File: config.mk
export PLATFORM = sky130hd
export DESIGN_NAME = edge_framed_spi_master
export DESIGN_NICKNAME = d
export VERILOG_FILES = /design/src/rtl/efs_pkg.sv /design/src/rtl/efs_half_timer.sv /design/src/rtl/efs_sequencer.sv /design/src/rtl/efs_capture.sv /design/src/rtl/edge_framed_spi_master.sv
export SDC_FILE = /design/constraint.sdc
export NUM_CORES = 1
export LEC_CHECK = 0
export ABC_AREA = 1
export BUFFER_PORTS_ARGS = -buffer_cell sky130_fd_sc_hd__buf_4
export CAP_MARGIN = 20
export CORE_MARGIN = 2
export CORE_UTILIZATION = 55
export DETAILED_ROUTE_END_ITERATION = 12
export PLACE_DENSITY = 0.8
export RECOVER_POWER = 50
export SYNTH_ARGS = -nofsm -noshare
export SYNTH_HDL_FRONTEND = slang
export SYNTH_HIERARCHICAL = 1
export SYNTH_SLANG_ARGS = --single-unit
File: constraint.sdc
create_clock -name clk -period 2.95 [get_ports clk]
set_input_delay 0.4425 -clock clk [delete_from_list [all_inputs] [get_ports clk]]
set_output_delay 0.4425 -clock clk [all_outputs]
set_load 0.02 [all_outputs]
File: src/rtl/efs_pkg.sv
package efs_pkg;

  // Shortest legal half bit: data moves one cycle after a clock edge.
  localparam int unsigned EFS_MIN_HALF = 2;

  typedef enum logic [3:0] {
    PH_IDLE,
    PH_SOF_A,   // clock high, data low
    PH_SOF_B,   // clock high, data rises
    PH_BIT_LO,  // clock low, data placed
    PH_BIT_HI,  // clock high, data held
    PH_EOF_A,   // clock low, data to 1
    PH_EOF_B,   // clock high, data 1
    PH_EOF_C,   // clock high, data falls
    PH_EOF_D,   // clock low, data 0
    PH_TAIL     // one cycle for the last sample
  } phase_t;

  function automatic logic phase_clk(phase_t p);
    case (p)
      PH_SOF_A, PH_SOF_B, PH_BIT_HI, PH_EOF_B, PH_EOF_C: return 1'b1;
      default: return 1'b0;
    endcase
  endfunction

endpackage

File: src/rtl/efs_half_timer.sv
module efs_half_timer #(
  parameter int HALF_W = 8
) (
  input  logic              clk,
  input  logic              rst,
  input  logic              run_i,
  input  logic [HALF_W-1:0] half_i,
  output logic              first_o,
  output logic              last_o
);

  logic [HALF_W-1:0] cnt;

  assign first_o = run_i && (cnt == '0);
  assign last_o  = run_i && (cnt == half_i - HALF_W'(1));

  always_ff @(posedge clk) begin
    if (rst || !run_i || last_o) cnt <= '0;
    else                         cnt <= cnt + HALF_W'(1);
  end

  // a phase never runs past its half-bit length
  assert_phase_bound_R3: assert property (@(posedge clk) disable iff (rst)
    run_i |-> (cnt < half_i));

endmodule

File: src/rtl/efs_sequencer.sv
module efs_sequencer
  import efs_pkg::*;
#(
  parameter int MAX_BITS = 256,
  parameter int HALF_W   = 8,
  parameter int LEN_W    = $clog2(MAX_BITS + 1),
  parameter int IDX_W    = $clog2(MAX_BITS)
) (
  input  logic                clk,
  input  logic                rst,
  input  logic                start_i,
  input  logic [LEN_W-1:0]    len_i,
  input  logic                begin_i,
  input  logic                end_i,
  input  logic [HALF_W-1:0]   half_i,
  input  logic [MAX_BITS-1:0] wr_data_i,
  input  logic                ph_first_i,
  input  logic                ph_last_i,
  output logic                run_o,
  output logic [HALF_W-1:0]   half_o,
  output logic                sclk_o,
  output logic                sdo_o,
  output logic                busy_o,
  output logic                done_o,
  output logic                sample_o,
  output logic                clear_o
);

  localparam logic [LEN_W-1:0]  LEN_MAX  = LEN_W'(MAX_BITS);
  localparam logic [HALF_W-1:0] HALF_MIN = HALF_W'(EFS_MIN_HALF);

  phase_t                state, nxt, entry, after_data, after_begin;
  logic [LEN_W-1:0]      len_q, len_c, bit_idx, bit_nx;
  logic                  beg_q, end_q, tgt, cur_bit;
  logic [HALF_W-1:0]     half_c;
  logic [MAX_BITS-1:0]   wr_q;
  logic [IDX_W-1:0]      bit_sel;

  assign len_c   = (len_i > LEN_MAX) ? LEN_MAX : len_i;
  assign half_c  = (half_i < HALF_MIN) ? HALF_MIN : half_i;
  assign bit_nx  = bit_idx + LEN_W'(1);
  // byte-major order, MSB of each byte first
  assign bit_sel = {bit_idx[IDX_W-1:3], ~bit_idx[2:0]};
  assign cur_bit = wr_q[bit_sel];

  assign busy_o = (state != PH_IDLE);
  assign run_o  = (state != PH_IDLE) && (state != PH_TAIL);

  always_comb begin
    after_data  = end_q ? PH_EOF_A : PH_TAIL;
    after_begin = (len_q != '0) ? PH_BIT_LO : after_data;
    if (begin_i)              entry = PH_SOF_A;
    else if (len_c != '0)     entry = PH_BIT_LO;
    else if (end_i)           entry = PH_EOF_A;
    else                      entry = PH_TAIL;
    case (state)
      PH_SOF_A:  nxt = PH_SOF_B;
      PH_SOF_B:  nxt = after_begin;
      PH_BIT_LO: nxt = PH_BIT_HI;
      PH_BIT_HI: nxt = (bit_nx < len_q) ? PH_BIT_LO : after_data;
      PH_EOF_A:  nxt = PH_EOF_B;
      PH_EOF_B:  nxt = PH_EOF_C;
      PH_EOF_C:  nxt = PH_EOF_D;
      PH_EOF_D:  nxt = PH_TAIL;
      default:   nxt = PH_IDLE;
    endcase
  end

  always_comb begin
    case (state)
      PH_SOF_A, PH_EOF_C, PH_EOF_D: tgt = 1'b0;
      PH_SOF_B, PH_EOF_A, PH_EOF_B: tgt = 1'b1;
      PH_BIT_LO, PH_BIT_HI:         tgt = cur_bit;
      default:                      tgt = sdo_o;
    endcase
  end

  always_ff @(posedge clk) begin
    if (rst) begin
      state    <= PH_IDLE;
      len_q    <= '0;
      beg_q    <= 1'b0;
      end_q    <= 1'b0;
      half_o   <= HALF_MIN;
      wr_q     <= '0;
      bit_idx  <= '0;
      sclk_o   <= 1'b0;
      sdo_o    <= 1'b0;
      done_o   <= 1'b0;
      sample_o <= 1'b0;
      clear_o  <= 1'b0;
    end else begin
      done_o   <= 1'b0;
      sample_o <= 1'b0;
      clear_o  <= 1'b0;
      case (state)
        PH_IDLE: begin
          if (start_i) begin
            len_q   <= len_c;
            beg_q   <= begin_i;
            end_q   <= end_i;
            half_o  <= half_c;
            wr_q    <= wr_data_i;
            bit_idx <= '0;
            clear_o <= 1'b1;
            state   <= entry;
            sclk_o  <= phase_clk(entry);
          end
        end
        PH_TAIL: begin
          state  <= PH_IDLE;
          sdo_o  <= 1'b0;
          done_o <= 1'b1;
        end
        default: begin
          if (ph_first_i) sdo_o <= tgt;
          if (ph_last_i) begin
            state  <= nxt;
            sclk_o <= phase_clk(nxt);
            if (state == PH_BIT_HI) begin
              sample_o <= 1'b1;
              bit_idx  <= bit_nx;
            end
          end
        end
      endcase
    end
  end

  // clock rests low whenever no transfer is running
  assert_idle_clock_low_R1: assert property (@(posedge clk) disable iff (rst)
    !busy_o |-> !sclk_o);

  // a request during a transfer leaves the latched request alone
  assert_busy_request_ignored_R2: assert property (@(posedge clk) disable iff (rst)
    (busy_o && start_i) |=> ($stable(len_q) && $stable(wr_q) && $stable(end_q)));

  // done lasts one cycle
  assert_done_single_R3: assert property (@(posedge clk) disable iff (rst)
    done_o |=> !done_o);

  // done marks the first idle cycle after busy
  assert_done_after_busy_R3: assert property (@(posedge clk) disable iff (rst)
    done_o |-> (!busy_o && $past(busy_o)));

  // data moves under a high clock only in the framing markers
  assert_high_clock_data_R5: assert property (@(posedge clk) disable iff (rst)
    (sclk_o && $past(sclk_o) && (sdo_o != $past(sdo_o)))
      |-> (state == PH_SOF_B || state == PH_EOF_C));

endmodule

File: src/rtl/efs_capture.sv
module efs_capture #(
  parameter int MAX_BITS = 256,
  parameter int LEN_W    = $clog2(MAX_BITS + 1)
) (
  input  logic                clk,
  input  logic                rst,
  input  logic                clear_i,
  input  logic                sample_i,
  input  logic                sdi_i,
  output logic [MAX_BITS-1:0] rd_data_o
);

  localparam int BYTES  = MAX_BITS / 8;
  localparam int SLOT_W = LEN_W - 3;

  logic [LEN_W-1:0]  cnt;
  logic [6:0]        shreg;
  logic [7:0]        byte_nx;
  logic [SLOT_W-1:0] slot;
  logic              store;

  assign byte_nx = {shreg, sdi_i};
  assign slot    = cnt[LEN_W-1:3];
  assign store   = sample_i && !clear_i && (cnt[2:0] == 3'd7);

  always_ff @(posedge clk) begin
    if (rst) begin
      cnt   <= '0;
      shreg <= '0;
    end else if (clear_i) begin
      cnt   <= '0;
    end else if (sample_i) begin
      cnt   <= cnt + LEN_W'(1);
      shreg <= byte_nx[6:0];
    end
  end

  for (genvar k = 0; k < BYTES; k++) begin : g_byte
    logic [7:0] byte_q;
    always_ff @(posedge clk) begin
      if (rst)                                 byte_q <= '0;
      else if (store && slot == SLOT_W'(k))    byte_q <= byte_nx;
    end
    assign rd_data_o[8*k +: 8] = byte_q;
  end

  // consecutive samples are at least one low half bit apart
  assert_sample_spacing_R8: assert property (@(posedge clk) disable iff (rst)
    sample_i |=> !sample_i);

endmodule

File: src/rtl/edge_framed_spi_master.sv
module edge_framed_spi_master #(
  parameter int MAX_BITS = 256,
  parameter int HALF_W   = 8,
  parameter int LEN_W    = $clog2(MAX_BITS + 1)
) (
  input  logic                clk,
  input  logic                rst,
  input  logic                start_i,
  input  logic [LEN_W-1:0]    len_i,
  input  logic                begin_i,
  input  logic                end_i,
  input  logic [HALF_W-1:0]   half_i,
  input  logic [MAX_BITS-1:0] wr_data_i,
  input  logic                sdi_i,
  output logic                sclk_o,
  output logic                sdo_o,
  output logic                busy_o,
  output logic                done_o,
  output logic [MAX_BITS-1:0] rd_data_o
);

  localparam int IDX_W = $clog2(MAX_BITS);

  logic              run, ph_first, ph_last, sample, clear;
  logic [HALF_W-1:0] half_q;

  efs_sequencer #(
    .MAX_BITS(MAX_BITS), .HALF_W(HALF_W), .LEN_W(LEN_W), .IDX_W(IDX_W)
  ) u_seq (
    .clk(clk), .rst(rst), .start_i(start_i), .len_i(len_i),
    .begin_i(begin_i), .end_i(end_i), .half_i(half_i), .wr_data_i(wr_data_i),
    .ph_first_i(ph_first), .ph_last_i(ph_last), .run_o(run), .half_o(half_q),
    .sclk_o(sclk_o), .sdo_o(sdo_o), .busy_o(busy_o), .done_o(done_o),
    .sample_o(sample), .clear_o(clear)
  );

  efs_half_timer #(.HALF_W(HALF_W)) u_timer (
    .clk(clk), .rst(rst), .run_i(run), .half_i(half_q),
    .first_o(ph_first), .last_o(ph_last)
  );

  efs_capture #(.MAX_BITS(MAX_BITS), .LEN_W(LEN_W)) u_cap (
    .clk(clk), .rst(rst), .clear_i(clear), .sample_i(sample),
    .sdi_i(sdi_i), .rd_data_o(rd_data_o)
  );

endmodule

### Word-level counts from Yosys, hierarchy flattened

Cells that the tools add are included.

| cells by class | value |
|---|---|
| add/subtract/negate cells | 4 |
| $lt $le $gt $ge | 4 |
| equal/unequal tests | 54 |
| muxes and demuxes | 29 |
| bitwise gates (word level) | 5 |
| reduce and logical (&&, ||, !) cells | 66 |

Operators by type and width:

| operator | count |
|---|---|
| 6-bit by 5-bit equality test with 1-bit output (second input constant) | 16 |
| 6-bit by 4-bit equality test with 1-bit output (second input constant) | 8 |
| 4-bit by 3-bit equality test with 1-bit output (second input constant) | 10 |
| 1-bit logical AND | 37 |
| 9-bit 2-to-1 mux | 4 |
| 4-bit 2-to-1 mux | 8 |
| 4-bit one-hot mux with 8 select lines | 1 |
| 6-bit by 3-bit equality test with 1-bit output (second input constant) | 4 |
| 9-bit by 1-bit adder with 9-bit output (second input constant) | 2 |
| 9-bit one-hot mux with 2 select lines | 1 |
| 9-bit nonzero test | 2 |
| 4-bit by 2-bit equality test with 1-bit output (second input constant) | 4 |
| 4-bit by 1-bit equality test with 1-bit output (second input constant) | 3 |
| 6-bit by 2-bit equality test with 1-bit output (second input constant) | 2 |
| 5-bit OR reduction | 2 |
| 9-bit greater-than comparator (second input constant) | 1 |
| 8-bit by 9-bit less-than comparator with 1-bit output (second input constant) | 1 |
| 9-bit less-than comparator | 1 |
| 1-bit 2-to-1 mux | 9 |
| 8-bit by 1-bit adder with 8-bit output (second input constant) | 1 |
| 1-bit binary-select mux with 8-bit select | 1 |
| 4-bit equality test (second input constant) | 2 |
| 8-bit equality test | 1 |
| 8-bit zero test | 1 |
| other kinds (25) | 40 |

| storage, ports and cells | value |
|---|---|
| register bits | 572 |
| input port bits | 279 |
| output and inout port bits | 260 |
| logic and storage cells | 208 |

### Longest topological paths before layout

Gate-level depths: netlist of run 1.

| depth | value |
|---|---|
| depth after elaboration | 10 |
| mapped depth | 20 |

### Hierarchy

The synthesis of run 1 kept the hierarchy.

Modules (own cells, without submodules):

| module | instances | cells each | area an instance (um^2) |
|---|---|---|---|
| efs_sequencer | 1 | 1,918 | 13,355.3 |
| efs_capture | 1 | 1,564 | 11,244.5 |
| efs_half_timer | 1 | 110 | 653.1 |

### Worst setup path after synthesis of run 1

Ideal clock, no wire load.

| path | value |
|---|---|
| kind | register to register |
| start point | register u_seq.bit_idx[2] |
| end point | register u_seq.state[2] |
| setup time | 116 ps |
| data arrival time | 2,380 ps |
| required time | 2,834 ps |
| path slack | 454 ps |
| cell stages (with the launch flop) | 19 |
| path buffers | 2 |
| cell sequence | dfxtp_1 -> buf_4 -> inv_2 -> buf_2 -> nor2_1 -> nand3_1 -> nor3_1 -> xor2_1 -> ha_1 -> nand2_1 -> nor2_1 -> a211oi_1 -> o21ai_0 -> a22oi_1 -> o21ai_0 -> nor2_1 -> nand2_1 -> o211ai_1 -> inv_1 |

| between the ends | value |
|---|---|
| word-level cells in the longest chain between the ends | 6 |

RTL lines:

| item | RTL line | source |
|---|---|---|
| start, declared | efs_sequencer.sv:33 | `logic [LEN_W-1:0] len_q, len_c, bit_idx, bit_nx;` |
| start signal, assigned | efs_sequencer.sv:122 | `bit_idx <= bit_nx;` |
| 9-bit by 1-bit adder with 9-bit output | efs_sequencer.sv:41 | `assign bit_nx = bit_idx + LEN_W'(1);` |
| 9-bit less-than comparator | efs_sequencer.sv:60 | `PH_BIT_HI: nxt = (bit_nx < len_q) ? PH_BIT_LO : after_data;` |
| 4-bit 2-to-1 mux | efs_sequencer.sv:60 |  |
| 4-bit one-hot mux with 8 select lines | efs_sequencer.sv:56 | `case (state)` |
| 4-bit 2-to-1 mux | efs_sequencer.sv:117 | `if (ph_last_i) begin` |
| 4-bit one-hot mux with 2 select lines | efs_sequencer.sv:96 | `case (state)` |
| end signal, assigned | efs_sequencer.sv:106 | `state <= entry;` |
| end signal, assigned | efs_sequencer.sv:118 | `state <= nxt;` |
| end, declared | efs_sequencer.sv:32 | `phase_t state, nxt, entry, after_data, after_begin;` |

Every way passes these cells. The select of a mux whose other input is x is not followed.
A chain may end at the register's enable or synchronous reset.

### Final worst setup path of run 1

| path | value |
|---|---|
| start point | register u_seq.bit_idx[1] |
| end point | register u_seq.state[2] |

Same word-level chain as after synthesis.

==> results of run 1 <==
-- cell usage in the layout (no fill, tap or decap), types with 4 or more instances in the layout --
cell       synthesis  final
a21oi_1          578    578
clkinv_2           0      5
buf_4             30    326
nor2_2            18     19
nand3_1          418    419
dfxtp_1          572    570
inv_2              9      8
nand2_1          803    803
o211ai_1          40     40
xor2_1            13     13
nor4_1             5      5
nor2_1           330    331
a22oi_1            4      4
nand3b_1           6      6
clkbuf_1          95    281
clkbuf_16          0     59
a211oi_1           7      5
nand4_1           11     11
bufinv_16          0      4
ha_1              14     13
nor3_1            10      8
clkbuf_8           0     15
inv_1            234    232
buf_12             0     14
o21ai_0          187    186
-- per-stage QoR --
stage / cell area [sq um] / hold slack [ns]
after floorplan: 25300 / 0.424
after global placement: 29300 / 0.435
after detailed placement: 29300 / 0.441
after CTS: 31200 / 0.0514
after global routing: 30200 / 0.0568
final: 30200 / 0.0716
-- layout make-up --
cell class	instances	area (sq um)	area share (%)
Antenna cell	2	5.00	0.0166
Timing Repair Buffer	606	3750	12.4
Clock inverter	9	149	0.494
Multi-Input combinational cell	2470	11400	37.7
Sequential cell	572	11500	38.0
Tap cell	600	751	2.49
Clock buffer	94	1760	5.83
Inverter	246	932	3.09
-- how the worst min path moves through the flow --
stage,startpoint,end,slack [ns],cells past startpoint
3_3_place_gp,u_seq/wr_q[127],u_seq/wr_q[127],0.44,2
6_report,wr_data_i[115],u_seq/wr_q[115],0.07,3
4_1_cts,half_i[0],u_seq/half_o[0],0.05,3
3_5_place_dp,u_seq/wr_q[102],u_seq/wr_q[102],0.44,2
2_1_floorplan,u_seq/wr_q[111],u_seq/wr_q[111],0.42,2
5_1_grt,wr_data_i[115],u_seq/wr_q[115],0.06,3
-- synth_stat cells (18+ instances only) --
cell / instances / area [sq um]
nand2_1: 803 / 3010
a21oi_1: 578 / 2890
dfxtp_1: 572 / 11500
nand3_1: 418 / 2090
nor2_1: 330 / 1240
inv_1: 234 / 878
o21ai_0: 187 / 936
buf_2: 139 / 696
clkbuf_1: 95 / 357
o211ai_1: 40 / 300
buf_4: 30 / 225
buf_1: 28 / 105
nor2_2: 18 / 113
-- sequential cells by signal, summed over array words and instances, names as in the netlist, 7 cells and up --
signal / cells
u_cap/g_byte.byte_q: 256
u_seq/wr_q: 256
u_cap/cnt: 9
u_seq/bit_idx: 9
u_seq/len_q: 9
u_seq/half_o: 8
u_timer/cnt: 8
u_cap/shreg: 7
-- per-layer routing --
| layer | part of all wire [%] | vias up | GRT usage (%) |
|---|---|---|---|
| met5 | 0 | - | 0 |
| met4 | 4.3 | 0 | 14.4 |
| met3 | 8.3 | 192 | 4.98 |
| met2 | 46 | 1232 | 51.7 |
| met1 | 41 | 11700 | 43.0 |
| li1 | - | 12500 | - |
-- power breakdown --
| group | switching [mW] | internal (mW) |
|---|---|---|
| logic | 3.41 | 1.69 |
| clock network | 3.03 | 4.38 |
| registers | 0.456 | 8.87 |
-- critical path, cell delays in order, from the launching register on --
cell and delay, ns:
dfxtp_4 0.38, ha_2 0.19, nand3_1 0.14, nor2_2 0.15, nand2_1 0.10, nor3_2 0.13
xor2_1 0.24, ha_1 0.31, nand2_1 0.08, nor2_1 0.05, a211oi_2 0.18, o21ai_2 0.11
a22oi_1 0.22, o21ai_0 0.11, nor2_1 0.10, nand2_1 0.06, o211ai_1 0.07, inv_1 0.05
-- cells by family (layout without fill, tap and decap cells) --
family | Yosys count | in the layout | share of synthesized area (%)
XOR/XNOR | 15 | 15 | 0.520
AND/OR/NAND/NOR | 1612 | 1612 | 26.7
other | 0 | 2 | 0
adder cells (fa/ha/maj) | 14 | 14 | 0.694
flip-flops | 572 | 572 | 45.3
AO/OA/AOI/OAI | 829 | 829 | 17.0
buffers and inverters | 550 | 955 | 9.67
==> results.toml, run 1 <==
[worst_setup_path]
rr_worst_depth = 17
worstReg2RegEnd = "u_seq/state[2]"
crit_start = "u_seq/bit_idx[1]"
start_kind = "flip-flop"
worstSetupPathType = "reg -> reg"
cp.required_ns = 3.45
cp_max_fo = 5
rrSetupSlack_ns = 0.16
worstPathArrival_ns = 3.28
cp-end-kind = "flip-flop"
r2r-start = "u_seq/bit_idx[1]"
crit_end = "u_seq/state[2]"

[grt]
grt_start_max_net_pins = 151
first_global_vias = 22500
antenna_found_initial = 2
grt_pass1_wl_mm = 123
grt_overflow = 0
grt.total_usage_pct = 32.2

[final_layout]
nets = 4247
fillers = 4244
syn2layout_area_growth_pct = 19.4
drive_gt1_share_pct = 11.8
finalNonFillerCells = 4599
final_core_util_pct = 66.5

[floorplanning]
start_util_pct = 55.6
ios = 539
core_sq_um = 45400
rows = 78
fp.dieH_um = 218
dieArea_sq_um = 47600
die_x_um = 218

[route]
ant_nets = 0
wl_mm = 80.2
wire_per_inst_um = 17.4
initialDrtViolationCount = 2850
drcViolationCount = 0
avgViaCountPerCell = 5.56
first_pass_iters = 6
via_count = 25600

[yosys]
synth_fp_nets = 3885
async_flop_share_pct = 0
synth_cells = 3592
ys_ff_latch = 572
avgSynthCellArea_sq_um = 7.03
synth_flop_cell = "dfxtp_1"
ys_warn_count = 6
synth_enable_flop_cells = 0
synth_area_sq_um = 25300
synthDistinctLibCells = 39
synth_seq_area_share_pct = 45.3

[clocking]
path_clk_slew_ns = 0.06
clk_latency_ns = 0.62
post_cts_buffers = 0
cts.repair.resized = 0
cts_buffers = 58
cts.path.max_buffers = 3
clockRootBuffer = "clkbuf_16"
cts_hold_buf = 0
htree_levels = 2
cts_tree = "built"
numClockSinks = 572

[power_and_ir_drop]
report.power.total_mw = 21.9
p_leak_nw = 12.2
powerDensity_nw_per_um2 = 724
ir_drop_mv = 0.640

[timing]
setup_viol = 0
finalClockSkew_ns = 0.0213
maxSlewViolCount = 34
post-route-min-period_ns = 2.79
hold_viol_final = 0
relSlewSlack_pct = -1.62
tns_ns = 0
setup_ws_ns = 0.165
period_share_pct = 94.4
rsz0062_at_grt = "no"
max_freq_ghz = 0.359
worstMarginPinSlew_ns = 1.52

[placement]
gp_congestion = 0.899
portBuffers = 538
dp.final_hpwl_mm = 52.0
post-place-cells = 4494
post-place-ws_ns = 0.0732

[hold_path]
hold_path.class = "in -> reg"

[outcome]
violations = "capacitance limit, slew limit"
status = "finished, violations left"

[job]
max_cap_violations = 1
Note: power is estimated with default switching activity, not from simulation.
==> inputs of run 2 (changes only) <==
--- a/config.mk
+++ b/config.mk
@@ -11,6 +11,7 @@
 export CORE_MARGIN = 2
 export CORE_UTILIZATION = 55
 export DETAILED_ROUTE_END_ITERATION = 12
+export MAX_ROUTING_LAYER = met4
 export PLACE_DENSITY = 0.8
 export RECOVER_POWER = 50
 export SYNTH_ARGS = -nofsm -noshare
==> run 2 against run 1 <==
Against the previous run: the run now ends clean; largest cell class unchanged; design area is essentially flat; critical endpoint is now u_seq/wr_q[184]; sequential power is essentially flat; routed wire length is essentially flat; combinational power grew 0.8%; clock skew grew 0.0019 ns; sequential share of layout area is essentially flat; critical path type unchanged; largest power group unchanged; worst setup slack gained 0.023 ns; maximum frequency grew 0.83%; register-to-register slack gained 0.02 ns; critical path depth shrank 9; core utilization is essentially flat.
==> results.toml, run 2 (synthesized netlist as in run 1, its figures left out) <==
[worst_setup_path]
critPathTopFamily = "buffers and inverters"
worstSetupPathType = "reg -> reg"
path_cells = "nor2_1, inv_1, nor2_4, nand2_1, clkbuf_4, buf_4, o21ai_0, a21oi_1"
critPathBufInv = 3
worstPathArrival_ns = 3.30
crit_start = "u_seq/state[2]"
rrSetupSlack_ns = 0.19
cp_slowest_cell = "clkbuf_4"
r2r-start = "u_seq/state[2]"
cp_max_fo = 81
start_kind = "flip-flop"
cp.required_ns = 3.48
cp-end-kind = "flip-flop"
cpPeakStageDelay_ns = 0.77

[hold_path]
worstHoldStart = "half_i[0]"
hold_path.class = "in -> reg"

[route]
wl_mm = 80.3
first_pass_iters = 6
wire_per_inst_um = 17.4
via_count = 25600
ant_nets = 0
initialDrtViolationCount = 2844
drcViolationCount = 0
avgViaCountPerCell = 5.57

[floorplanning]
dieArea_sq_um = 47600
rows = 78
fp.dieH_um = 218
die_x_um = 218
core_sq_um = 45400
start_util_pct = 55.6
ios = 539

[final_layout]
fillers = 4300
regArea_sq_um = 11500
reg_top3 = "u_cap/g_byte.byte_q: 256 flops, u_seq/wr_q: 256 flops"
syn2layout_area_growth_pct = 19.5
multiInputGateArea_sq_um = 11400
final_common_cell = "nand2_1"
nets = 4248
most-common-layout-cells = "nand2_1 (803), a21oi_1 (578), dfxtp_1 (570)"
drive_gt1_share_pct = 12.1
final_area_sq_um = 30200

[timing]
setup_viol = 0
rsz0062_at_grt = "no"
worstMarginPinSlew_ns = 1.07
post-route-min-period_ns = 2.76
hold_viol_final = 0
maxSlewViolCount = 0
relSlewSlack_pct = 28.8
timing.hold.ws_ns = 0.0700
setup_ws_ns = 0.188
period_share_pct = 93.6
finalClockSkew_ns = 0.0232
max_freq_ghz = 0.362
tns_ns = 0

[placement]
dp.final_hpwl_mm = 51.9
post-place-ws_ns = 0.181
gp_congestion = 0.919
portBuffers = 538
post_dp_cell_area_sq_um = 29300

[clocking]
cts.repair.resized = 0
htree_levels = 2
cts_tree = "built"
numClockSinks = 572
clk_latency_ns = 0.63
cts_hold_buf = 0
cts_buffers = 58
clockRootBuffer = "clkbuf_16"
path_clk_slew_ns = 0.06
cts.path.max_buffers = 3
post_cts_buffers = 0

[outcome]
status = "complete, no violations"

[power_and_ir_drop]
powerDensity_nw_per_um2 = 726
p_leak_nw = 12.2
ir_drop_mv = 0.522

[grt]
first_global_vias = 22700
grt.total_usage_pct = 32.9
grt_start_max_net_pins = 159
grt_pass1_wl_mm = 122
antenna_found_initial = 3
grt_overflow = 0

[job]
max_cap_violations = 0
run 2: cell types whose count changed in the layout (fill, tap and decap cells not counted), sizes merged:
cell      previous run  this run
buf                342       341
bufinv               4         3
clkbuf             358       353
clkinv               8        13
inv                243       244
diode                2         3
clkinvlp             0         2
run 2: stage by stage:
step | std cells | total power [mW] | utilization [%]
4_1_cts | 4598 | 22.0 | 68.7
3_5_place_dp | 4495 | 14.6 | 64.5
3_3_place_gp | 4495 | 14.5 | 64.5
6_report | 4601 | 21.9 | 66.5
5_1_grt | 4601 | 23.0 | 66.5
2_1_floorplan | 3592 | 13.1 | -
run 2: power by group:
group | switching [mW] | internal (mW) | leakage, nW
logic | 3.44 | 1.71 | 6.64
clock network | 3.08 | 4.34 | 0.951
registers | 0.452 | 8.87 | 4.65
total | 6.97 | 14.9 | 12.2
run 2: cell type report:
class                      instances  area share [%]
antenna                            3          0.0249
multi-input combinational       2470            37.7
timing repair buffer             607            12.4
clock buffer                      87            5.81
clock inverter                    16           0.564
tap                              600            2.49
sequential                       572            38.0
inverter                         246            3.09
run 2: worst paths after layout:
check	to	cells past startpoint
max	u_seq/wr_q[184]	8
min	u_seq/half_o[0]	3
max reg2reg	u_seq/wr_q[184]	8
min reg2reg	u_seq/wr_q[19]	2
run 2: layer usage:
layer / up-vias / wire, um / GRT usage, %
met5: - / 0 / -
met4: 0 / 3790 / 15.6
met3: 218 / 6890 / 5.16
met2: 1286 / 36900 / 51.9
met1: 11600 / 32700 / 41.5
li1: 12500 / - / -
run 2: worst reg2reg max path: stages, from the launching register on:
cell      delay, ns
dfxtp_1        0.41
nor2_1         0.10
inv_1          0.16
nor2_4         0.07
nand2_1        0.54
clkbuf_4       0.77
buf_4          0.35
o21ai_0        0.12
a21oi_1        0.17
